**src/rtl/aclink_tx_pkg.sv**
```systemverilog
package aclink_tx_pkg;
    localparam int REG_IDX_W = 7;
    localparam int REG_DAT_W = 16;

    typedef struct packed {
        logic                 rd;
        logic [REG_IDX_W-1:0] idx;
        logic [REG_DAT_W-1:0] wdata;
    } cmd_t;
endpackage

```
**src/rtl/aclink_frame_timer.sv**
```systemverilog
module aclink_frame_timer #(
    parameter int FRAME_LEN = 256,
    parameter int SYNC_LEN  = 16
) (
    input  logic clk,
    input  logic rst_n,
    output logic take_o,
    output logic sync_o
);
    localparam int CNT_W = $clog2(FRAME_LEN);
    localparam int RUN_W = CNT_W + 1;
    localparam logic [CNT_W-1:0] LAST     = CNT_W'(FRAME_LEN - 1);
    localparam logic [CNT_W-1:0] SYNC_END = CNT_W'(SYNC_LEN);
    localparam logic [CNT_W-1:0] CNT_RST  = CNT_W'(FRAME_LEN - 2);

    typedef struct packed {
        logic [CNT_W-1:0] cnt;
        logic             sync;
        logic             take;
    } tmr_t;

    tmr_t st_d, st_q;

    always_comb begin
        st_d      = st_q;
        st_d.cnt  = (st_q.cnt == LAST) ? '0 : st_q.cnt + CNT_W'(1);
        st_d.sync = (st_d.cnt < SYNC_END);
        st_d.take = (st_d.cnt == LAST);
    end

    always_ff @(posedge clk or negedge rst_n) begin
        if (!rst_n) begin
            st_q.cnt  <= CNT_RST;
            st_q.sync <= 1'b0;
            st_q.take <= 1'b0;
        end else begin
            st_q <= st_d;
        end
    end

    assign take_o = st_q.take;
    assign sync_o = st_q.sync;

    // length of the current high run of the strobe, for the width check
    logic [RUN_W-1:0] hi_run_q;
    always_ff @(posedge clk or negedge rst_n) begin
        if (!rst_n)      hi_run_q <= '0;
        else if (sync_o) hi_run_q <= hi_run_q + RUN_W'(1);
        else             hi_run_q <= '0;
    end

    assert_take_single_R2: assert property (@(posedge clk) disable iff (!rst_n)
        take_o |=> !take_o);

    assert_sync_after_take_R3: assert property (@(posedge clk) disable iff (!rst_n)
        $rose(sync_o) |-> $past(take_o));

    assert_sync_len_R3: assert property (@(posedge clk) disable iff (!rst_n)
        $fell(sync_o) |-> (hi_run_q == RUN_W'(SYNC_LEN)));
endmodule

```
**src/rtl/aclink_frame_pack.sv**
```systemverilog
module aclink_frame_pack
    import aclink_tx_pkg::*;
#(
    parameter int NSLOT   = 12,
    parameter int SLOT0_W = 16,
    parameter int SLOT_W  = 20
) (
    input  logic                                 vld_i,
    input  logic [NSLOT-1:0]                     tag_i,
    input  cmd_t                                 cmd_i,
    input  logic [(NSLOT-2)*REG_DAT_W-1:0]       pay_i,
    output logic [SLOT0_W+NSLOT*SLOT_W-1:0]      frame_o
);
    localparam int FRAME_LEN = SLOT0_W + NSLOT * SLOT_W;
    localparam int PAD_W     = SLOT_W - REG_DAT_W;
    localparam int CMD_PAD_W = SLOT_W - 1 - REG_IDX_W;

    logic [SLOT_W-1:0] fld [NSLOT];

    assign fld[0] = tag_i[0] ? {cmd_i.rd, cmd_i.idx, {CMD_PAD_W{1'b0}}} : '0;
    assign fld[1] = (tag_i[1] && !cmd_i.rd) ? {cmd_i.wdata, {PAD_W{1'b0}}} : '0;

    for (genvar g = 2; g < NSLOT; g++) begin : g_data_slot
        assign fld[g] = tag_i[g] ? {pay_i[(g-2)*REG_DAT_W +: REG_DAT_W], {PAD_W{1'b0}}} : '0;
    end

    always_comb begin
        frame_o = '0;
        frame_o[FRAME_LEN-1] = vld_i;
        for (int s = 1; s <= NSLOT; s++) begin
            frame_o[FRAME_LEN-1-s] = tag_i[s-1];
        end
        for (int s = 0; s < NSLOT; s++) begin
            frame_o[FRAME_LEN-SLOT0_W-1-s*SLOT_W -: SLOT_W] = fld[s];
        end
    end
endmodule

```
**src/rtl/aclink_bit_shifter.sv**
```systemverilog
module aclink_bit_shifter #(
    parameter int FRAME_LEN = 256
) (
    input  logic                 clk,
    input  logic                 rst_n,
    input  logic                 load_i,
    input  logic [FRAME_LEN-1:0] frame_i,
    output logic                 sdata_o
);
    typedef struct packed {
        logic [FRAME_LEN-1:0] shr;
        logic                 dout;
    } shf_t;

    shf_t st_d, st_q;

    always_comb begin
        st_d      = st_q;
        st_d.dout = st_q.shr[FRAME_LEN-1];
        st_d.shr  = load_i ? frame_i : {st_q.shr[FRAME_LEN-2:0], 1'b0};
    end

    always_ff @(posedge clk or negedge rst_n) begin
        if (!rst_n) begin
            st_q.shr  <= '0;
            st_q.dout <= 1'b0;
        end else begin
            st_q <= st_d;
        end
    end

    assign sdata_o = st_q.dout;
endmodule

```
**src/rtl/aclink_tx_framer.sv**
```systemverilog
module aclink_tx_framer
    import aclink_tx_pkg::*;
#(
    parameter int NSLOT   = 12,
    parameter int SLOT0_W = 16,
    parameter int SLOT_W  = 20
) (
    input  logic                             clk,
    input  logic                             rst_n,
    input  logic                             frm_vld_i,
    input  logic [NSLOT-1:0]                 slot_tag_i,
    input  logic                             cmd_rd_i,
    input  logic [REG_IDX_W-1:0]             cmd_idx_i,
    input  logic [REG_DAT_W-1:0]             cmd_wdata_i,
    input  logic [(NSLOT-2)*REG_DAT_W-1:0]   slot_pay_i,
    output logic                             frame_take_o,
    output logic                             sync_o,
    output logic                             sdata_o
);
    localparam int FRAME_LEN = SLOT0_W + NSLOT * SLOT_W;

    cmd_t                 cmd;
    logic [FRAME_LEN-1:0] frame;

    assign cmd.rd    = cmd_rd_i;
    assign cmd.idx   = cmd_idx_i;
    assign cmd.wdata = cmd_wdata_i;

    aclink_frame_timer #(
        .FRAME_LEN (FRAME_LEN),
        .SYNC_LEN  (SLOT0_W)
    ) u_timer (
        .clk    (clk),
        .rst_n  (rst_n),
        .take_o (frame_take_o),
        .sync_o (sync_o)
    );

    aclink_frame_pack #(
        .NSLOT   (NSLOT),
        .SLOT0_W (SLOT0_W),
        .SLOT_W  (SLOT_W)
    ) u_pack (
        .vld_i   (frm_vld_i),
        .tag_i   (slot_tag_i),
        .cmd_i   (cmd),
        .pay_i   (slot_pay_i),
        .frame_o (frame)
    );

    aclink_bit_shifter #(
        .FRAME_LEN (FRAME_LEN)
    ) u_shift (
        .clk     (clk),
        .rst_n   (rst_n),
        .load_i  (frame_take_o),
        .frame_i (frame),
        .sdata_o (sdata_o)
    );

    // last bit of every frame is reserved zero and is on the line at the strobe rise
    assert_tail_zero_R8: assert property (@(posedge clk) disable iff (!rst_n)
        $rose(sync_o) |-> !sdata_o);

    // first bit after the strobe edge is the frame-valid flag captured two edges back
    assert_vld_first_R5: assert property (@(posedge clk) disable iff (!rst_n)
        $past(frame_take_o, 2) |-> (sdata_o == $past(frm_vld_i, 2)));
endmodule

```
**config.mk**
```make
export PLATFORM = sky130hd
export DESIGN_NAME = aclink_tx_framer
export DESIGN_NICKNAME = d
export VERILOG_FILES = /design/src/rtl/aclink_tx_pkg.sv /design/src/rtl/aclink_frame_timer.sv /design/src/rtl/aclink_frame_pack.sv /design/src/rtl/aclink_bit_shifter.sv /design/src/rtl/aclink_tx_framer.sv
export SDC_FILE = /design/constraint.sdc
export NUM_CORES = 1
export LEC_CHECK = 0
export BUFFER_PORTS_ARGS = -buffer_cell sky130_fd_sc_hd__buf_2
export CAP_MARGIN = 0
export CORE_MARGIN = 3
export CORE_UTILIZATION = 55
export DETAILED_ROUTE_END_ITERATION = 8
export PLACE_DENSITY = 0.88
export SLEW_MARGIN = 20
export SYNTH_ARGS = -nofsm -noshare
export SYNTH_HDL_FRONTEND = slang
export SYNTH_SLANG_ARGS = --single-unit
export TNS_END_PERCENT = 5
```
**constraint.sdc**
```tcl
create_clock -name clk -period 2.2 [get_ports clk]
set_input_delay 0.11 -clock clk [delete_from_list [all_inputs] [get_ports clk]]
set_output_delay 0.11 -clock clk [all_outputs]
set_load 0.005 [all_outputs]
```
### Word level (Yosys, flattened, before mapping)

Cells that the tools add are included.

| word-level totals | value |
|---|---|
| register bits | 267 |

| operators by class | value |
|---|---|
| add/sub/neg operators | 1 |
| $lt $le $gt $ge | 1 |
| eq/ne operators | 2 |
| muxes and demuxes | 14 |
| reductions and logical operators | 2 |

Operators by type and width:

| operator | number |
|---|---|
| $mux 256 | 1 |
| $mux 20 | 12 |
| $eq 8x8->1 const B | 2 |
| $add 8x1->8 const B | 1 |
| $lt 8x5->1 const B | 1 |
| $mux 8 | 1 |
| $logic_and 1x1->1 | 1 |
| $logic_not 1->1 | 1 |

### Logic depth before layout (Yosys ltp)

| depth | value |
|---|---|
| depth in word-level cells | 4 |
| depth in mapped cells | 8 |
| gate-level depth less buffers | 5 |

### Modules after synthesis

Synthesis repeated with hierarchy kept, for this count alone.

| unflattened totals | value |
|---|---|
| cells, all modules | 862 |
| area total of the unflattened synthesis | 11951.5 µm² |

Modules (own cells, without submodules):

| module | times used | cells an instance | area an instance (µm²) | sequential area each (µm²) |
|---|---|---|---|---|
| aclink_bit_shifter | 1 | 541 | 9614.2 | 6431.2 |
| aclink_frame_pack | 1 | 269 | 1813.0 | 0.0 |
| aclink_frame_timer | 1 | 52 | 524.3 | 259.0 |

### Least setup slack after synthesis

OpenSTA, ideal clock, no wires.

| timing | value |
|---|---|
| kind | register to register |
| start point | register u_timer.st_q[3] (netlist bit) |
| end point | register u_timer.st_q (netlist bit u_timer.take_o) |
| arrival | 1.376 ns |
| data required time | 2.133 ns |
| setup slack | 0.757 ns |
| cell stages (with the launch flop) | 6 |
| cells stage by stage | dfstp_2 -> ha_1 -> nand2_1 -> nor3_2 -> xor2_1 -> and3_1 |

RTL lines:

| element | line | text |
|---|---|---|
| start: declaration | aclink_frame_timer.sv:22 | `tmr_t st_d, st_q;` |
| start signal: assignment | aclink_frame_timer.sv:37 | `st_q <= st_d;` |

==> flow_metrics.env <==
export IMPL_placement_rows=48
export IMPL_die_x_um=140
export IMPL_coreArea_um2=17500
export IMPL_ys_async_sr_fraction=1.00
export IMPL_power_density_nw_per_um2=710
export IMPL_synth_edf_count=0
export IMPL_hold_slack_ns=0.135
export IMPL_r2r_cells=5
export IMPL_start_util=0.566
export IMPL_combPwrFrac=0.060
export IMPL_drtIter0Drc=571
export IMPL_p_sw_mw=2.12
export IMPL_firstDrtPassIters=6
export IMPL_syn_inst=975
export IMPL_rsz0062_at_grt="no"
export IMPL_swShare=0.210
export IMPL_holdCritPathClass="in -> async"
export IMPL_yosys_register_bits=263
export IMPL_synth_warnings=0
export IMPL_drc=0
export IMPL_die_area_um2=19600
export IMPL_avgViaCountPerCell=5.17
export IMPL_grt_max_degree=66
export IMPL_pwr_share_seq=0.480
export IMPL_fmax_mhz=498
export IMPL_wl_per_cell_um=19.0
export IMPL_syn_avg_cell_area_um2=10.1
export IMPL_final_antenna_net_count=0
export IMPL_status="finished, final reports clean"
export IMPL_antenna_found_initial=2
export IMPL_critical_path_max_stage_delay_ns=0.64
export IMPL_place_gp_congestion=0.803
export IMPL_final_min_clock_period_ns=2.01
export IMPL_internal_power_mw=7.96
export IMPL_crit_start="u_timer.take_o"
export IMPL_numPortBuffers=201
export IMPL_synth_area_um2=9890
export IMPL_slowest_stage="dfrtp_4"
export IMPL_final_nets=1584
export IMPL_fin_crit_sh=0.913
export IMPL_clkPwrFrac=0.460
export IMPL_drt_wl_total_mm=31.1
export IMPL_r2r_setup_slack_ns=0.19
export IMPL_tightestPinTransition_ns=0.615
export IMPL_r2r_start="u_timer.take_o"
export IMPL_cts_max_path_buffers=3
export IMPL_cts_tree="built"
export IMPL_path_max_fanout=22
export IMPL_synth_main_ff_cell="dfrtp_1"
export IMPL_grt_pass1_vias=9311
export IMPL_path_buf_inv=1
export IMPL_fin_util=0.813
export IMPL_worstSetupStartpointType="register"
export IMPL_tns_ns=0
export IMPL_ir_drop_mv=0.756
export IMPL_slew_violations=0
export IMPL_die_y_um=140
export IMPL_clk_latency_ns=0.52
export IMPL_critPathTopFamily="flip-flops"
export IMPL_finalSetupViolations=0
export IMPL_final_layout_size_suffix_gt1_frac=0.206
export IMPL_cts_clk_slew_worst_paths_ns=0.06
export IMPL_vias=8436
export IMPL_grt_total_usage=0.319
export IMPL_cts_buffers=26
export IMPL_slew_headroom=0.590
export IMPL_cp_cell_sequence="nand2_2, nor2_4, nand2_1, dlygate4sd3_1, o21ai_0"
export IMPL_ys_seq_area_frac=0.666
export IMPL_end_kind="register"
export IMPL_grt_first_pass_wirelength_mm=48.9
export IMPL_num_io_pins=202
export IMPL_synthDistinctLibCells=32
export IMPL_cts_root_buffer="clkbuf_16"
export IMPL_crit_type="reg -> reg"
export IMPL_fin_skew_ns=0.00825
export IMPL_htree_levels=1
export IMPL_final_cells=1633
export IMPL_finalWorstSetupSlack_ns=0.191
export IMPL_dp_hpwl_mm=13.5
export IMPL_leakage_nw=6.70
export IMPL_cts_sinks=263
export IMPL_place_ws_ns=0.491
export IMPL_worstReg2RegEnd="u_shift.st_q[209]"
export IMPL_cp_required_ns=2.61
export IMPL_arrival_ns=2.42
export IMPL_final_hold_violation_count=0
export IMPL_cap_viol_max_count=0
export IMPL_ctsResizeCount=0
export IMPL_area_delta_synth_final_pct=43.6
export IMPL_synth_net_count=1176
export IMPL_grt_ovfl_total=0
export IMPL_placed_cells=1366
==> sequential cells by signal (all words and copies together), names as in the netlist <==
name,flops
u_timer.sync_o,1
u_timer.st_q,8
u_shift.st_q,251
u_shift.sdata_o,1
u_shift.st_d,1
u_timer.take_o,1
==> Yosys cell counts, types with 2 or more instances <==
cell type	number	share of area
dfrtp_1	256	0.65
inv_1	187	0.071
nand2_1	186	0.071
o21ai_0	176	0.089
nor2b_1	55	0.035
clkbuf_1	35	0.013
mux2_2	12	0.014
and2_1	11	0.0070
buf_2	11	0.0056
o21ai_1	8	0.0040
dfstp_2	7	0.019
buf_6	3	0.0034
nor2_1	3	0.0011
xor2_1	3	0.0027
and3_1	2	0.0013
buf_4	2	0.0015
ha_1	2	0.0025
nand4_1	2	0.0013
==> cells in the final DEF (no fill, tap or decap), types with 2 or more instances in the layout <==
cell type / synthesis / layout
o21ai_0: 176 / 176
o21ai_1: 8 / 8
mux2_2: 12 / 12
buf_12: 0 / 5
xor2_1: 3 / 3
dfrtp_1: 256 / 255
dfstp_2: 7 / 7
clkinv_2: 0 / 8
dlygate4sd3_1: 0 / 213
diode_2: 0 / 6
bufinv_16: 0 / 3
and2_1: 11 / 11
buf_8: 0 / 2
and3_1: 2 / 2
clkbuf_16: 0 / 27
clkbuf_1: 35 / 2
buf_2: 11 / 200
nor2_1: 3 / 3
buf_4: 2 / 11
clkbuf_8: 0 / 5
nand2_1: 186 / 186
ha_1: 2 / 2
inv_1: 187 / 187
nor2b_1: 55 / 55
nand4_1: 2 / 2
==> power by group through the flow <==
stage,registers [mW],logic [mW],clock network (mW)
after floorplan,4.93,0.00395,0
after global placement,4.93,0.303,0
after detailed placement,4.93,0.302,0
after CTS,4.84,0.579,4.63
after global routing,4.83,0.653,4.91
final,4.84,0.606,4.64
==> kinds of logic (layout without fill, tap and decap cells) <==
kind of cell | count (synthesis) | count (layout) | share of synthesized area
AND/OR/NAND/NOR | 268 | 268 | 0.123
multiplexers | 12 | 12 | 0.0137
buffers and inverters | 238 | 665 | 0.0947
flip-flops | 263 | 263 | 0.666
AO/OA/AOI/OAI | 188 | 188 | 0.0960
XOR/XNOR | 4 | 4 | 0.00354
adder cells (fa/ha/maj) | 2 | 2 | 0.00253
other | 0 | 6 | 0
==> cell type report <==
class | instances | area (um2)
flip-flops and latches | 263 | 6590
repair buffers | 431 | 3350
fillers | 923 | 3270
multi-input cells | 474 | 2370
clock buffers | 34 | 752
inverters | 187 | 702
well taps | 225 | 282
clock inverters | 13 | 146
diodes | 6 | 15.0
==> layer usage <==
layer,vias up,track usage,wire length (um)
met5,-,0,0
met4,0,0.174,2090
met3,170,0.0533,1580
met2,432,0.569,16200
met1,4075,0.365,11200
li1,3759,-,-
==> worst max path at each step <==
stage | cells after the start | to | slack (ns)
CTS | 5 | u_shift.st_q[220] | 0.14
global route | 5 | u_shift.st_q[211] | 0.08
detailed placement | 3 | u_shift.st_q[154] | 0.49
global placement | 3 | u_shift.st_q[147] | 0.61
floorplan | 5 | u_timer.take_o | 0.76
finish | 5 | u_shift.st_q[209] | 0.19
==> per-stage QoR <==
stage                     power [mW]  cell area [um2]
final                           10.1            14200
after global routing            10.4            14200
after CTS                       10.0            14200
after detailed placement        5.23            11100
after global placement          5.23            11100
after floorplan                 4.93             9890
==> timing repair <==
item / CTS / global route
endpoints found under the setup margin: 0 / 12
hold buffers: 213 / 0
setup buffers: 0 / 1
endpoints found under the hold margin: 434 / 0
(Power assumes the default switching activity.)
